==> config.mk <==
export PLATFORM = sky130hd
export DESIGN_NAME = kbd_trap_unit
export DESIGN_NICKNAME = d
export VERILOG_FILES = /design/src/rtl/kbd_trap_pkg.sv /design/src/rtl/kbd_trap_decode.sv /design/src/rtl/kbd_a20_track.sv /design/src/rtl/kbd_legsup_reg.sv /design/src/rtl/kbd_smi_steer.sv /design/src/rtl/kbd_trap_unit.sv
export SDC_FILE = /design/constraint.sdc
export NUM_CORES = 1
export LEC_CHECK = 0
export ABC_AREA = 1
export CAP_MARGIN = 5
export CORE_MARGIN = 3
export CORE_UTILIZATION = 35
export CTS_BUF_LIST = sky130_fd_sc_hd__clkbuf_8
export DETAILED_ROUTE_END_ITERATION = 8
export GPL_ROUTABILITY_DRIVEN = 1
export PLACE_DENSITY = 0.93
export SLEW_MARGIN = 0
export SYNTH_ARGS = -nofsm -noshare
export SYNTH_HDL_FRONTEND = slang
export SYNTH_SLANG_ARGS = --single-unit
export TNS_END_PERCENT = 1
==> constraint.sdc <==
create_clock -name clk -period 2.01 [get_ports clk]
set_input_delay 0.402 -clock clk [delete_from_list [all_inputs] [get_ports clk]]
set_output_delay 0.402 -clock clk [all_outputs]
set_load 0.02 [all_outputs]
==> src/rtl/kbd_trap_pkg.sv <==
package kbd_trap_pkg;
  localparam int REG_W   = 16;
  localparam int NTRAP   = 4;
  // Register bit positions
  localparam int B_EN0   = 0;
  localparam int B_USMI  = 4;
  localparam int B_A20EN = 5;
  localparam int B_A20IP = 6;
  localparam int B_A20SE = 7;
  localparam int B_FLG0  = 8;
  localparam int B_IRQS  = 12;
  localparam int B_ROUTE = 13;
  localparam int B_A20DN = 15;
  localparam logic [REG_W-1:0] RESET_VAL = 16'h2000;

  typedef struct packed {
    logic [NTRAP-1:0] trap_en;
    logic             usb_smi_en;
    logic             a20_en;
    logic             a20_smi_en;
    logic             route_en;
  } ctrl_t;
endpackage

==> src/rtl/kbd_trap_decode.sv <==
module kbd_trap_decode #(
  parameter int          IO_AW     = 16,
  parameter logic [15:0] DATA_PORT = 16'h0060,
  parameter logic [15:0] CMD_PORT  = 16'h0064
) (
  input  logic [IO_AW-1:0]             io_addr,
  input  logic                         io_rd,
  input  logic                         io_wr,
  output logic [kbd_trap_pkg::NTRAP-1:0] hit
);
  localparam logic [IO_AW-1:0] DP = IO_AW'(DATA_PORT);
  localparam logic [IO_AW-1:0] CP = IO_AW'(CMD_PORT);

  // index bit 1 selects port (0 data, 1 command), bit 0 selects direction (0 read, 1 write)
  for (genvar i = 0; i < kbd_trap_pkg::NTRAP; i++) begin : g_hit
    localparam logic [IO_AW-1:0] PORT = (i >= 2) ? CP : DP;
    localparam bit IS_WR = (i % 2) == 1;
    if (IS_WR) begin : g_wr
      assign hit[i] = io_wr && (io_addr == PORT);
    end else begin : g_rd
      assign hit[i] = io_rd && (io_addr == PORT);
    end
  end
endmodule

==> src/rtl/kbd_a20_track.sv <==
module kbd_a20_track #(
  parameter int         IO_DW   = 8,
  parameter logic [7:0] GATE_CMD = 8'hD1
) (
  input  logic             clk,
  input  logic             rst,
  input  logic             enable,
  input  logic             cmd_wr,
  input  logic             data_wr,
  input  logic [IO_DW-1:0] io_wdata,
  output logic             in_prog,
  output logic             done_pulse
);
  localparam logic [IO_DW-1:0] CMDV = IO_DW'(GATE_CMD);

  assign done_pulse = enable && in_prog && data_wr;

  always_ff @(posedge clk) begin
    if (rst || !enable) begin
      in_prog <= 1'b0;
    end else if (done_pulse) begin
      in_prog <= 1'b0;
    end else if (cmd_wr && (io_wdata == CMDV)) begin
      in_prog <= 1'b1;
    end
  end
endmodule

==> src/rtl/kbd_legsup_reg.sv <==
module kbd_legsup_reg
  import kbd_trap_pkg::*;
(
  input  logic             clk,
  input  logic             rst,
  input  logic             cfg_wr,
  input  logic [REG_W-1:0] cfg_wdata,
  input  logic [NTRAP-1:0] hit,
  input  logic             a20_done,
  input  logic             a20_busy,
  input  logic             usb_irq_in,
  output ctrl_t            ctrl,
  output logic [NTRAP-1:0] flags,
  output logic             a20_end,
  output logic             irq_q,
  output logic [REG_W-1:0] view
);
  logic [NTRAP-1:0] clr_flags;
  logic             clr_end;

  assign clr_flags = cfg_wr ? cfg_wdata[B_FLG0 +: NTRAP] : '0;
  assign clr_end   = cfg_wr && cfg_wdata[B_A20DN];

  always_ff @(posedge clk) begin
    if (rst) begin
      ctrl.trap_en    <= RESET_VAL[B_EN0 +: NTRAP];
      ctrl.usb_smi_en <= RESET_VAL[B_USMI];
      ctrl.a20_en     <= RESET_VAL[B_A20EN];
      ctrl.a20_smi_en <= RESET_VAL[B_A20SE];
      ctrl.route_en   <= RESET_VAL[B_ROUTE];
    end else if (cfg_wr) begin
      ctrl.trap_en    <= cfg_wdata[B_EN0 +: NTRAP];
      ctrl.usb_smi_en <= cfg_wdata[B_USMI];
      ctrl.a20_en     <= cfg_wdata[B_A20EN];
      ctrl.a20_smi_en <= cfg_wdata[B_A20SE];
      ctrl.route_en   <= cfg_wdata[B_ROUTE];
    end
  end

  // Sticky flags: hardware set has priority over software clear
  always_ff @(posedge clk) begin
    if (rst) begin
      flags   <= '0;
      a20_end <= 1'b0;
      irq_q   <= 1'b0;
    end else begin
      flags   <= (flags & ~clr_flags) | hit;
      a20_end <= (a20_end & ~clr_end) | a20_done;
      irq_q   <= usb_irq_in;
    end
  end

  always_comb begin
    view                      = '0;
    view[B_EN0 +: NTRAP]      = ctrl.trap_en;
    view[B_USMI]              = ctrl.usb_smi_en;
    view[B_A20EN]             = ctrl.a20_en;
    view[B_A20IP]             = a20_busy;
    view[B_A20SE]             = ctrl.a20_smi_en;
    view[B_FLG0 +: NTRAP]     = flags;
    view[B_IRQS]              = irq_q;
    view[B_ROUTE]             = ctrl.route_en;
    view[B_A20DN]             = a20_end;
  end
endmodule

==> src/rtl/kbd_smi_steer.sv <==
module kbd_smi_steer
  import kbd_trap_pkg::*;
(
  input  logic             clk,
  input  logic             rst,
  input  ctrl_t            ctrl,
  input  logic [NTRAP-1:0] flags,
  input  logic             a20_end,
  input  logic             irq_q,
  output logic             smi_n,
  output logic             irq_out
);
  logic smi_req;

  assign smi_req = (|(flags & ctrl.trap_en))
                 | (ctrl.usb_smi_en & irq_q)
                 | (ctrl.a20_smi_en & a20_end);

  always_ff @(posedge clk) begin
    if (rst) begin
      smi_n   <= 1'b1;
      irq_out <= 1'b0;
    end else begin
      smi_n   <= ~smi_req;
      irq_out <= ctrl.route_en & irq_q;
    end
  end
endmodule

==> src/rtl/kbd_trap_unit.sv <==
module kbd_trap_unit
  import kbd_trap_pkg::*;
#(
  parameter int          IO_AW     = 16,
  parameter int          IO_DW     = 8,
  parameter logic [15:0] DATA_PORT = 16'h0060,
  parameter logic [15:0] CMD_PORT  = 16'h0064,
  parameter logic [7:0]  GATE_CMD  = 8'hD1
) (
  input  logic             clk,
  input  logic             rst,
  input  logic [IO_AW-1:0] io_addr,
  input  logic             io_rd,
  input  logic             io_wr,
  input  logic [IO_DW-1:0] io_wdata,
  input  logic             cfg_wr,
  input  logic [REG_W-1:0] cfg_wdata,
  output logic [REG_W-1:0] cfg_rdata,
  input  logic             usb_irq_in,
  output logic             smi_n,
  output logic             irq_out
);
  logic [NTRAP-1:0] hit;
  logic [NTRAP-1:0] flags;
  ctrl_t            ctrl;
  logic             a20_busy, a20_done, a20_end, irq_q;

  kbd_trap_decode #(
    .IO_AW(IO_AW), .DATA_PORT(DATA_PORT), .CMD_PORT(CMD_PORT)
  ) u_dec (
    .io_addr(io_addr), .io_rd(io_rd), .io_wr(io_wr), .hit(hit)
  );

  kbd_a20_track #(.IO_DW(IO_DW), .GATE_CMD(GATE_CMD)) u_a20 (
    .clk(clk), .rst(rst), .enable(ctrl.a20_en),
    .cmd_wr(hit[3]), .data_wr(hit[1]), .io_wdata(io_wdata),
    .in_prog(a20_busy), .done_pulse(a20_done)
  );

  kbd_legsup_reg u_reg (
    .clk(clk), .rst(rst), .cfg_wr(cfg_wr), .cfg_wdata(cfg_wdata),
    .hit(hit), .a20_done(a20_done), .a20_busy(a20_busy),
    .usb_irq_in(usb_irq_in), .ctrl(ctrl), .flags(flags),
    .a20_end(a20_end), .irq_q(irq_q), .view(cfg_rdata)
  );

  kbd_smi_steer u_steer (
    .clk(clk), .rst(rst), .ctrl(ctrl), .flags(flags),
    .a20_end(a20_end), .irq_q(irq_q), .smi_n(smi_n), .irq_out(irq_out)
  );
endmodule

## Yosys cells after proc, flatten, opt, wreduce, memory -nomap -nowiden

Cells that the tools add are included.

| storage, ports and cells | value |
|---|---|
| word-level logic and storage cells | 40 |
| register bits after elaboration | 17 |

| operators by class | value |
|---|---|
| reduce and logical (&&, ||, !) cells | 12 |
| multiplexer cells | 1 |
| equality and inequality tests | 3 |
| bitwise logic cells | 13 |

Operators by type and width:

| operator | number |
|---|---|
| == test 16 x 7 -> 1 bit (second input constant) | 2 |
| AND 4 bit | 2 |
| == test 8 bit (second input constant) | 1 |
| logical AND 1 bit | 8 |
| AND 1 bit | 4 |
| 2-to-1 mux 4 bit | 1 |
| inverter 4 bit | 1 |
| bitwise OR 4 bit | 1 |
| OR reduction 4 bit | 1 |
| bitwise OR 1 bit | 3 |
| inverter 1 bit | 2 |
| OR reduction 2 bit | 1 |
| zero test 1 bit | 1 |
| logical OR 1 bit | 1 |

## Logic depth before layout (Yosys ltp)

| depth | value |
|---|---|
| word-level depth | 5 |
| mapped depth | 8 |
| gate-level depth less buffers | 8 |

## Modules after synthesis

From an unflattened synthesis, not the netlist that was laid out.

| unflattened totals | value |
|---|---|
| cell total of the unflattened synthesis | 144 |
| area, all modules | 918.4 µm² |

Modules (own cells, without submodules):

| module | cells each | times used | sequential area each (µm²) | area an instance (µm²) |
|---|---|---|---|---|
| kbd_legsup_reg | 80 | 1 | 280.3 | 615.6 |
| kbd_trap_decode | 27 | 1 | 0.0 | 108.9 |
| kbd_smi_steer | 18 | 1 | 40.0 | 100.1 |
| kbd_a20_track | 19 | 1 | 20.0 | 93.8 |

## Worst setup path before layout

Ideal clock, no wire load.

| timing path | value |
|---|---|
| path kind | input-to-reg |
| start point | input io_addr[15] |
| end point | register u_reg.flags[0] |
| required time | 1944 ps |
| arrival time | 972 ps |
| setup time | 66 ps |
| path slack | 972 ps |
| stages | 6 |
| path through | nor2_1 nand2_1 nor2_4 and2_4 nand2_1 a21oi_2 |

| between the ends | value |
|---|---|
| longest elaborated chain between the ends | 3 |

RTL lines:

| what | line | text |
|---|---|---|
| start: declaration | kbd_trap_unit.sv:12 | `input logic [IO_AW-1:0] io_addr,` |
| == test 16 x 7 -> 1 bit | kbd_trap_decode.sv:21 | `assign hit[i] = io_rd && (io_addr == PORT);` |
| logical AND 1 bit | kbd_trap_decode.sv:21 |  |
| bitwise OR 4 bit | kbd_legsup_reg.sv:47 | `flags <= (flags & ~clr_flags) \| hit;` |
| end signal: assignment | kbd_legsup_reg.sv:47 |  |
| end: declaration | kbd_legsup_reg.sv:13 | `output logic [NTRAP-1:0] flags,` |

No other way between the ends.
A chain may end at the register's enable or synchronous reset.

## Worst setup path after layout

| timing path | value |
|---|---|
| start point | register, netlist name u_reg.ctrl[5] |
| end point | output cfg_rdata[1] |

RTL lines:

| what | line | text |
|---|---|---|
| end: declaration | kbd_trap_unit.sv:18 | `output logic [REG_W-1:0] cfg_rdata,` |

No word-level cell between the ends.

==> impl_results.md <==
- Yosys Warn Count: 0
- Crit. End Element: primary output
- Final #Nets: between 200 and 250
- Asr flop ratio synth: 0%
- Total setup buffers inserted after CTS: 0
- Clock latency on the worst-skew pair: around 240 ps
- Post-synthesis sequential area ratio: a little over two fifths
- Crit path cell chain: clkdlybuf4s50_1
- FMAX: 604.3 MHz
- Final HPWL DP: 2.018 mm
- Reg2reg end: u_a20.in_prog
- Cts hold-fix bufs: 0
- Via density: 4.625
- Buf+Inv Stages, Crit Path: 1
- EDFF count, synth: 0
- Final worst path period need: 1655 ps
- Crit path required time: ~1600 ps
- Data arrival, critical path: 1250 ps
- Antenna diodes: 0
- Run status: finished clean
- CP Launch Type: register
- Die height: 53.76 um
- Final number of hold-violating endpoints: 0
- First-pass GRT wire length: about 3.7 mm
- Sw Ratio: a little under a quarter
- Starting Density: 38.71%
- RD Place Congestion: 0.7483
- Post-CTS sizing: 0
- Share of power burned in combinational logic: 22.1%
- PD cells: 545.4 nW/um^2
- Actual slew at the worst max-slew pin: 515.7 ps
- Synth Flop Type: dfxtp_1
- Area after DPL: between 1000 and 1500 um^2
- Hold path depth: 2
- Synth Area per Inst: 6.823 um^2
- Layout Skew: 1.027 ps
- Drt wl/cell: approximately 12 um
- Max_cap viols: 0
- Cells after Synth: 117
- Critical Path Stages: 1
- Vias in the first global route: ~890
- Clock Path Buffers: 2
- Total track usage: between 10% and 20%
- Core area: 2062 um^2
- Crit Reg-Reg Startpoint: u_reg.ctrl[2]
- CTS tree: done
- Most common cell after layout, fill and taps aside: clkdlybuf4s50_1
- Number of remaining DRC errors: 0
- Crit path max-delay family: buffers and inverters
- LEAKAGE: 0.5638 nW
- CP Max Fanout: 3
- Final worst-path cycle share: 82.32%
- WL final: 2.399 mm
- CTS Buf Count: 3
- Layout Cells excl Fill: 200
- Htree depth: 1
- Layout cells sized above 1: between 7 and 8%
- Worst vdd ir: 0.0004187 V
- Synth Net Count: between 150 and 200
- Final Hold Slack: 450.9 ps
- Critical path's largest stage delay: about 630 ps
- Area growth from synthesis to layout: 77.90%
- Design Area, Final: around 1400 um^2
- Reg2Reg Setup Slack: 1170 ps
- I/O pin count: 64
- Die Span X: between 50 and 60 um
- Net Switching: between 0.15 and 0.2 mW
- Sequential power share: between 40% and 50%
- Die area: 2890 um^2
- GRT overflow: 0
- Fill cells: approximately 180
- Initial drt markers: 13
- Unique cell type count in the Yosys netlist: 20
- Seq cells post-synth: 17
- Int Power: 0.5922 mW
- Critical path class: reg2out
- Via count: 925
- Commonest non-fill, non-tap cells in the layout: clkdlybuf4s50_1, nand2_1, nor2_1
- Clk root buf: clkbuf_8
- Mapped cell area: 798.3 um^2
- DRT Pass-1 Iters: 4
- Antenna-violating nets left: 0
- Placed cell count: 196
- Worst-path clk slew: 60 ps
- Final setup violation count: 0
- Initial antenna violation count: 0
- RSZ-0062 raised after global routing: false
- Max-Slew Margin vs Limit: about two thirds
- Worst hold-check path type: reg2reg
- Setup_tns: 0 ps
- Reg2reg path depth: 5
- Hold EP: u_steer.irq_out
- Slowest CP cell: clkdlybuf4s50_1
- Buffers on Ports: 59
- Num rows: 16
- Clock sink total: 17
- Fin. max-slew vios: 0
- HP Start: u_reg.ctrl[0]
- Clock power frac: 31.2%
- Largest net degree at the start of global routing: 14
-- area by class of cell --
cell class,count,area [um^2],share of cell area (%)
sequential,17,340.3,23.96
inverter,8,30.03,2.115
multi-input combinational,85,380.4,26.78
tap,27,33.78,2.379
clock buffer,3,41.29,2.907
clock inverter,1,3.754,0.2643
timing repair buffer,59,590.6,41.59
-- per-layer routing --
layer | part of all wire [%] | up-vias | track usage, %
li1 | - | 470 | -
met1 | 39 | 413 | 19.12
met2 | 53 | 34 | 31.65
met3 | 4.7 | 8 | 3.047
met4 | 3.3 | 0 | 10.64
met5 | 0 | - | 0
-- worst max path at each step --
| stage | endpoint | slack, ps | startpoint |
|---|---|---|---|
| 3_3_place_gp | u_reg.ctrl[2] | 350 | cfg_wr |
| 2_1_floorplan | u_reg.flags[0] | 970 | io_addr[15] |
| 5_1_grt | cfg_rdata[0] | 330 | u_reg.ctrl[4] |
| 3_5_place_dp | u_reg.ctrl[2] | 310 | cfg_wr |
| 4_1_cts | cfg_rdata[1] | 350 | u_reg.ctrl[5] |
| 6_report | cfg_rdata[1] | 360 | u_reg.ctrl[5] |
-- registers in the layout (all words and copies together), names as in the netlist --
register / flops
u_a20.in_prog: 1
u_reg.ctrl: 8
u_steer.irq_out: 1
u_reg.irq_q: 1
u_steer.smi_n: 1
u_reg.a20_end: 1
u_reg.flags: 4
-- cells in the mapped netlist, types with 2 or more instances --
cell	number	area share (%)
a21oi_1	4	2.5
a21oi_2	2	2.2
buf_2	2	1.3
buf_4	5	4.7
dfxtp_1	17	43
inv_1	6	2.8
inv_2	2	0.94
nand2_1	32	15
nand3_1	3	1.9
nand4_1	2	1.6
nor2_1	25	12
nor2_2	3	2.4
o21ai_1	7	4.4
-- logic make-up (layout without fill, tap and decap cells) --
| family | after synthesis | count (layout) | share of synthesized area (%) |
|---|---|---|---|
| simple gates | 70 | 70 | 37.46 |
| buf+inv | 15 | 71 | 9.719 |
| compound gates | 14 | 14 | 9.717 |
| flops | 17 | 17 | 42.63 |
| other cells | 1 | 1 | 0.4698 |
-- worst reg2reg max path, cell delays in order, from the launching register on --
cell	delay [ps]
dfxtp_1	370
nand2_1	70
inv_1	50
nand4_1	110
nand2_1	100
nor2_2	40
-- through the flow --
stage	total power, mW	worst slack, ps	utilization, %
3_3_place_gp	0.5337	348.3	66.69
6_report	0.7745	355.3	68.87
3_5_place_dp	0.5398	313.0	66.69
5_1_grt	0.8095	326.7	68.87
2_1_floorplan	0.4263	971.6	-
4_1_cts	0.7802	355.0	68.87
-- power groups by stage --
stage                     sequential, mW  combinational [mW]  clock [mW]
after floorplan                    0.379              0.0469           0
after global placement             0.367               0.167           0
after detailed placement           0.368               0.172           0
after CTS                          0.361               0.173       0.247
after global routing               0.362               0.184       0.263
final                              0.361               0.171       0.242
(Power assumes the default switching activity.)
